[config.mk]
export PLATFORM = sky130hd
export DESIGN_NAME = gpio_evt_aggr
export DESIGN_NICKNAME = d
export VERILOG_FILES = /design/src/rtl/gpio_evt_pkg.sv /design/src/rtl/evt_glitch_filter.sv /design/src/rtl/evt_detect.sv /design/src/rtl/evt_status_regs.sv /design/src/rtl/gpio_evt_aggr.sv
export SDC_FILE = /design/constraint.sdc
export NUM_CORES = 1
export LEC_CHECK = 0
export BUFFER_PORTS_ARGS = -buffer_cell sky130_fd_sc_hd__buf_2
export CORE_ASPECT_RATIO = 0.7
export CORE_MARGIN = 2
export CORE_UTILIZATION = 35
export CTS_CLUSTER_SIZE = 10
export DETAILED_ROUTE_END_ITERATION = 8
export HOLD_SLACK_MARGIN = 0.15
export PLACE_DENSITY = 0.66
export SYNTH_ARGS = -nofsm -noshare
export SYNTH_HDL_FRONTEND = slang
export SYNTH_SLANG_ARGS = --single-unit
[constraint.sdc]
create_clock -name clk -period 1.65 [get_ports clk]
set_input_delay 0.2475 -clock clk [delete_from_list [all_inputs] [get_ports clk]]
set_output_delay 0.2475 -clock clk [all_outputs]
set_load 0.005 [all_outputs]
[src/rtl/gpio_evt_pkg.sv]
package gpio_evt_pkg;
   localparam int EVT_SEL_W = 3;

   typedef enum logic [EVT_SEL_W-1:0] {
      EV_FALL = 3'd0,
      EV_RISE = 3'd1,
      EV_BOTH = 3'd2,
      EV_LOW  = 3'd3,
      EV_HIGH = 3'd4
   } evt_kind_e;

   localparam int OFS_ENA = 'h20;
   localparam int OFS_DIS = 'h24;
   localparam int OFS_MSK = 'h28;
   localparam int OFS_STA = 'h2C;
endpackage

[src/rtl/evt_glitch_filter.sv]
module evt_glitch_filter #(
   parameter int STABLE_TICKS = 2,
   parameter bit HAS_FILTER   = 1'b1
) (
   input  logic clk,
   input  logic rst_n,
   input  logic raw_i,
   input  logic flt_on_i,
   input  logic slow_tick_i,
   output logic lvl_o
);
   localparam int CNT_W = (STABLE_TICKS > 1) ? $clog2(STABLE_TICKS) : 1;

   if (STABLE_TICKS < 1) begin : g_bad_ticks
      $error("STABLE_TICKS must be at least 1");
   end

   if (HAS_FILTER) begin : g_filt
      logic [CNT_W-1:0] cnt_q;

      always_ff @(posedge clk) begin
         if (!rst_n) begin
            lvl_o <= 1'b0;
            cnt_q <= '0;
         end else if (!flt_on_i) begin
            lvl_o <= raw_i;
            cnt_q <= '0;
         end else if (raw_i == lvl_o) begin
            cnt_q <= '0;
         end else if (slow_tick_i) begin
            if (cnt_q == CNT_W'(STABLE_TICKS - 1)) begin
               lvl_o <= raw_i;
               cnt_q <= '0;
            end else begin
               cnt_q <= cnt_q + 1'b1;
            end
         end
      end


      hold_between_ticks_chk: assert property (@(posedge clk) disable iff (!rst_n)
         (flt_on_i && !slow_tick_i) |=> (lvl_o == $past(lvl_o)));
   end else begin : g_bypass
      always_ff @(posedge clk) begin
         if (!rst_n) lvl_o <= 1'b0;
         else        lvl_o <= raw_i;
      end
   end
endmodule

[src/rtl/evt_detect.sv]
module evt_detect
   import gpio_evt_pkg::*;
(
   input  logic                 clk,
   input  logic                 rst_n,
   input  logic                 lvl_i,
   input  logic [EVT_SEL_W-1:0] sel_i,
   output logic                 evt_o
);
   logic prev_q;

   always_ff @(posedge clk) begin
      if (!rst_n) prev_q <= 1'b0;
      else        prev_q <= lvl_i;
   end

   always_comb begin
      case (evt_kind_e'(sel_i))
         EV_FALL: evt_o = prev_q & ~lvl_i;
         EV_RISE: evt_o = ~prev_q & lvl_i;
         EV_BOTH: evt_o = prev_q ^ lvl_i;
         EV_LOW:  evt_o = ~lvl_i;
         EV_HIGH: evt_o = lvl_i;
         default: evt_o = 1'b0;
      endcase
   end


   edge_quiet_chk: assert property (@(posedge clk) disable iff (!rst_n)
      ((sel_i == EV_RISE || sel_i == EV_FALL || sel_i == EV_BOTH) && $stable(lvl_i)) |-> !evt_o);
endmodule

[src/rtl/evt_status_regs.sv]
module evt_status_regs
   import gpio_evt_pkg::*;
#(
   parameter int NPIN   = 32,
   parameter int DATA_W = 32,
   parameter int ADDR_W = 8
) (
   input  logic              clk,
   input  logic              rst_n,
   input  logic              reg_wr,
   input  logic              reg_rd,
   input  logic [ADDR_W-1:0] reg_addr,
   input  logic [DATA_W-1:0] reg_wdata,
   output logic [DATA_W-1:0] reg_rdata,
   input  logic [NPIN-1:0]   evt_i,
   output logic              irq_o
);
   logic [NPIN-1:0] mask_q, status_q, wbits;
   logic hit_ena, hit_dis, hit_sta_rd;

   assign wbits      = reg_wdata[NPIN-1:0];
   assign hit_ena    = reg_wr && (reg_addr == ADDR_W'(OFS_ENA));
   assign hit_dis    = reg_wr && (reg_addr == ADDR_W'(OFS_DIS));
   assign hit_sta_rd = reg_rd && (reg_addr == ADDR_W'(OFS_STA));

   always_ff @(posedge clk) begin
      if (!rst_n) begin
         mask_q   <= '0;
         status_q <= '0;
      end else begin
         if (hit_ena)      mask_q <= mask_q | wbits;
         else if (hit_dis) mask_q <= mask_q & ~wbits;
         status_q <= (hit_sta_rd ? '0 : status_q) | evt_i;
      end
   end

   always_comb begin
      reg_rdata = '0;
      if (reg_addr == ADDR_W'(OFS_MSK))      reg_rdata = DATA_W'(mask_q);
      else if (reg_addr == ADDR_W'(OFS_STA)) reg_rdata = DATA_W'(status_q);
   end

   assign irq_o = |(status_q & mask_q);


   mask_set_chk: assert property (@(posedge clk) disable iff (!rst_n)
      hit_ena |=> ((mask_q & $past(wbits)) == $past(wbits)));

   mask_clr_chk: assert property (@(posedge clk) disable iff (!rst_n)
      hit_dis |=> ((mask_q & $past(wbits)) == '0));

   rd_clear_chk: assert property (@(posedge clk) disable iff (!rst_n)
      (hit_sta_rd && evt_i == '0) |=> (status_q == '0));

   evt_kept_chk: assert property (@(posedge clk) disable iff (!rst_n)
      (|evt_i) |=> ((status_q & $past(evt_i)) == $past(evt_i)));

   status_hold_chk: assert property (@(posedge clk) disable iff (!rst_n)
      !hit_sta_rd |=> ((status_q & $past(status_q)) == $past(status_q)));
endmodule

[src/rtl/gpio_evt_aggr.sv]
module gpio_evt_aggr
   import gpio_evt_pkg::*;
#(
   parameter int NPIN         = 32,
   parameter int DATA_W       = 32,
   parameter int ADDR_W       = 8,
   parameter int STABLE_TICKS = 2,
   parameter bit HAS_FILTER   = 1'b1
) (
   input  logic                      clk,
   input  logic                      rst_n,
   input  logic                      reg_wr,
   input  logic                      reg_rd,
   input  logic [ADDR_W-1:0]         reg_addr,
   input  logic [DATA_W-1:0]         reg_wdata,
   output logic [DATA_W-1:0]         reg_rdata,
   input  logic [NPIN-1:0]           pin_in,
   input  logic [NPIN*EVT_SEL_W-1:0] evt_sel,
   input  logic [NPIN-1:0]           filt_en,
   input  logic [NPIN-1:0]           filt_slow,
   input  logic                      slow_tick,
   output logic                      irq_out
);
   if (NPIN < 1 || NPIN > DATA_W) begin : g_bad_npin
      $error("NPIN must lie in 1..DATA_W");
   end
   if (ADDR_W < 6) begin : g_bad_addr
      $error("ADDR_W too narrow for the register offsets");
   end

   logic [NPIN-1:0] lvl, evt;

   for (genvar k = 0; k < NPIN; k++) begin : g_pin
      evt_glitch_filter #(
         .STABLE_TICKS (STABLE_TICKS),
         .HAS_FILTER   (HAS_FILTER)
      ) u_flt (
         .clk         (clk),
         .rst_n       (rst_n),
         .raw_i       (pin_in[k]),
         .flt_on_i    (filt_en[k] & filt_slow[k]),
         .slow_tick_i (slow_tick),
         .lvl_o       (lvl[k])
      );

      evt_detect u_det (
         .clk   (clk),
         .rst_n (rst_n),
         .lvl_i (lvl[k]),
         .sel_i (evt_sel[k*EVT_SEL_W +: EVT_SEL_W]),
         .evt_o (evt[k])
      );
   end

   evt_status_regs #(
      .NPIN   (NPIN),
      .DATA_W (DATA_W),
      .ADDR_W (ADDR_W)
   ) u_regs (
      .clk       (clk),
      .rst_n     (rst_n),
      .reg_wr    (reg_wr),
      .reg_rd    (reg_rd),
      .reg_addr  (reg_addr),
      .reg_wdata (reg_wdata),
      .reg_rdata (reg_rdata),
      .evt_i     (evt),
      .irq_o     (irq_out)
   );
endmodule

==> metrics.txt <==
Core Area about 25000 um2; FF+latch count, synth 160; Layout Cells excl Fill 1722; vias in the first global route 9107; worst rel slew slack 0.6412; dpl hpwl roughly 23 mm; R2R Path Start g_pin[20].u_flt.g_filt.cnt_q; CP arrival 1780 ps; Cell Area, Synth just under 9000 um2; layout cells sized above 1 0.3785; Net Count, Synth 1198; Area contributors post-synth dfxtp_1, ha_1, mux4_2; Initial Util 0.3543; post-synth top area cell dfxtp_1; gr ovfl total 0; Clk network pwr share 0.420; WL/cell roughly 19 um; Max Freq 494.0 MHz; CTS tree yes; unrepaired setup endpoints after global routing true; Total Power 10.40 mW; most frequent cells in the layout buf_2, dlygate4sd3_1, dfxtp_1, inv_1, nor2_1; first-pass GRT wire length ~48 mm; switching pwr approximately 2.7 mW; Hold Path Sink u_regs.status_q[8]; sequential power share 0.411; Seq. cell area about 3200 um2; dpl cells approximately 1500; Core Rows 48; warnings from Yosys 0; Die Span Y 135.8 um; Final Slew Violations 0; io pins 270; reg2reg path depth 4; most common cell after layout, fill and taps aside buf_2; nets roughly 1700; r2r setup slk -60 ps; HP Class in -> reg; clock buffer depth 2; die area 26100 um2; setup slack after layout -374.3 ps; r2r endpoint g_pin[20].u_flt.g_filt.cnt_q; number of max-cap violations 0; Tcrit/Tclk final 1.227; CP cell instances a22oi_2, nand4_1, or4_4, buf_2; peak fanout along the critical path 2; Residual DRC 0; H-Tree Depth 4; filler instances 2155; clock-pin slew on the worst setup and hold paths around 70 ps; cell depth of the worst hold path 4; slew at the pin closest to its max-slew limit 538.3 ps; worst hold start evt_sel[24]; via count roughly 8900; clock sinks 160; Routed Wire Length 31.86 mm; switching share of power 0.2585; CTS buffer count 17; P&R area growth vs syn 54.98%; clock root cell clkbuf_16; syn avg cell area 9.679 um2; GRT Total Usage 0.2416; count of input and output buffers 269; sequential area share after synthesis 0.3689; cell count after synthesis 897; DR vias/cell between 5 and 6; Setup Skew about 10 ps; Hold WS 165.6 ps; Gate power share 0.169; Max VDD drop just over 0.7 mV; crit path kind reg -> out; worst setup path start u_regs.status_q[4]; Skew-Pair Late Insertion Delay 430 ps; final count of negative-setup-slack endpoints 34; Int Pwr between 7 and 8 mW; CP max stage delay 540 ps; number of buffer and inverter stages on the critical path 1; first-pass iteration count of the detailed router 4; Power per Cell Area 773.3 nW/um2; CP max-delay cell or4_4; Die Wd 192.2 um; Critical Path Start Type flip-flop; outcome finished with violations; Req. time, crit path 1400 ps; Synth top area share 0.3689; failing checks setup timing; largest net degree at the start of global routing 65; Crit. End Element primary output; Pleak 5.965 nW; dpl ws -233.7 ps; area of the multi-input gates between 5000 and 6000 um2; Yosys cell types 36; Tmin final 2024 ps; final hold violations 0; Starting DRT DRC Count 423; RePlAce Congestion around 0.9; Top Family by Delay on Critical Path simple AND/OR/NAND/NOR gates; DRT antenna net count 0; initial antenna violation count 2
-- routing by layer --
layer,part of all wire,global-route usage,vias up
met5,0,0,-
met4,0.017,0.06149,0
met3,0.090,0.07226,41
met2,0.45,0.3859,367
met1,0.44,0.3191,4213
li1,-,-,4278
-- worst register-to-register path, stage by stage, from the launching register on --
cell           delay, ps
dfxtp_1              320
nand2_1               80
nand3_1              160
a2111oi_1            470
dlygate4sd3_1        620
-- synthesized netlist by cell type, drive strengths merged --
master	n
nor4	1
or4b	12
and2	1
nand4	4
a31oi	14
nand2b	13
buf	14
nor3	2
mux2i	32
o21ai	2
or4	1
a2111oi	30
nor2b	1
dfxtp	160
and4b	2
a22o	32
xor2	2
nor2	85
o22ai	30
a311oi	32
nand2	83
mux4	32
clkinv	1
inv	96
nand3	54
o211ai	19
ha	64
a22oi	16
a21oi	32
clkbuf	30
-- worst max-delay path by stage --
stage,end,slack (ps),depth (start not counted)
4_1_cts,irq_out,-380,4
6_report,irq_out,-370,4
2_1_floorplan,reg_rdata[0],100,6
3_3_place_gp,reg_rdata[3],-160,7
5_1_grt,irq_out,-430,4
3_5_place_dp,reg_rdata[22],-230,7
-- through the flow --
step	area [um2]	setup TNS [ps]	util
floorplan	8682	0	-
global placement	10900	-8391	0.4449
detailed placement	10900	-11790	0.4449
CTS	13330	-6472	0.5440
global route	13450	-8660	0.5490
finish	13460	-6134	0.5491
-- final cells by class --
type                            count  area share
Sequential cell                   160      0.2401
Multi-Input combinational cell    596      0.3720
Inverter                           97     0.02725
Clock inverter                     10     0.01386
Timing Repair Buffer              512      0.2830
Clock buffer                       20     0.03320
Antenna cell                        2   0.0003720
Tap cell                          325     0.03022
-- power groups by stage --
| stage | Sequential (mW) | Clock, mW | Combinational [mW] |
|---|---|---|---|
| 2_1_floorplan | 4.24 | 0 | 0.684 |
| 3_3_place_gp | 4.33 | 0 | 1.39 |
| 3_5_place_dp | 4.33 | 0 | 1.44 |
| 4_1_cts | 4.25 | 4.47 | 1.72 |
| 5_1_grt | 4.29 | 4.63 | 1.93 |
| 6_report | 4.27 | 4.37 | 1.76 |
-- logic make-up (layout without fill, tap and decap cells) --
| group | after synthesis | after routing | synth area share |
|---|---|---|---|
| and+or+nand+nor | 259 | 259 | 0.1381 |
| buffers and inverters | 141 | 639 | 0.06946 |
| other | 0 | 2 | 0 |
| adders and majority gates | 64 | 64 | 0.09223 |
| DFF | 160 | 160 | 0.3689 |
| AOI/OAI and AO/OA | 207 | 207 | 0.2094 |
| muxes | 64 | 64 | 0.1199 |
| xor gates and xnor gates | 2 | 2 | 0.002018 |
-- what timing repair did --
| item | in CTS | in global routing |
|---|---|---|
| endpoints found under the setup margin | 33 | 51 |
| hold endpoints to repair | 126 | 0 |
| gates cloned | 3 | 1 |
| pin swaps | 21 | 26 |
| gates resized for setup | 24 | 38 |
| setup buffers | 5 | 1 |
| hold buffers | 157 | 0 |
No activity file was read; power rests on OpenSTA's default activity.
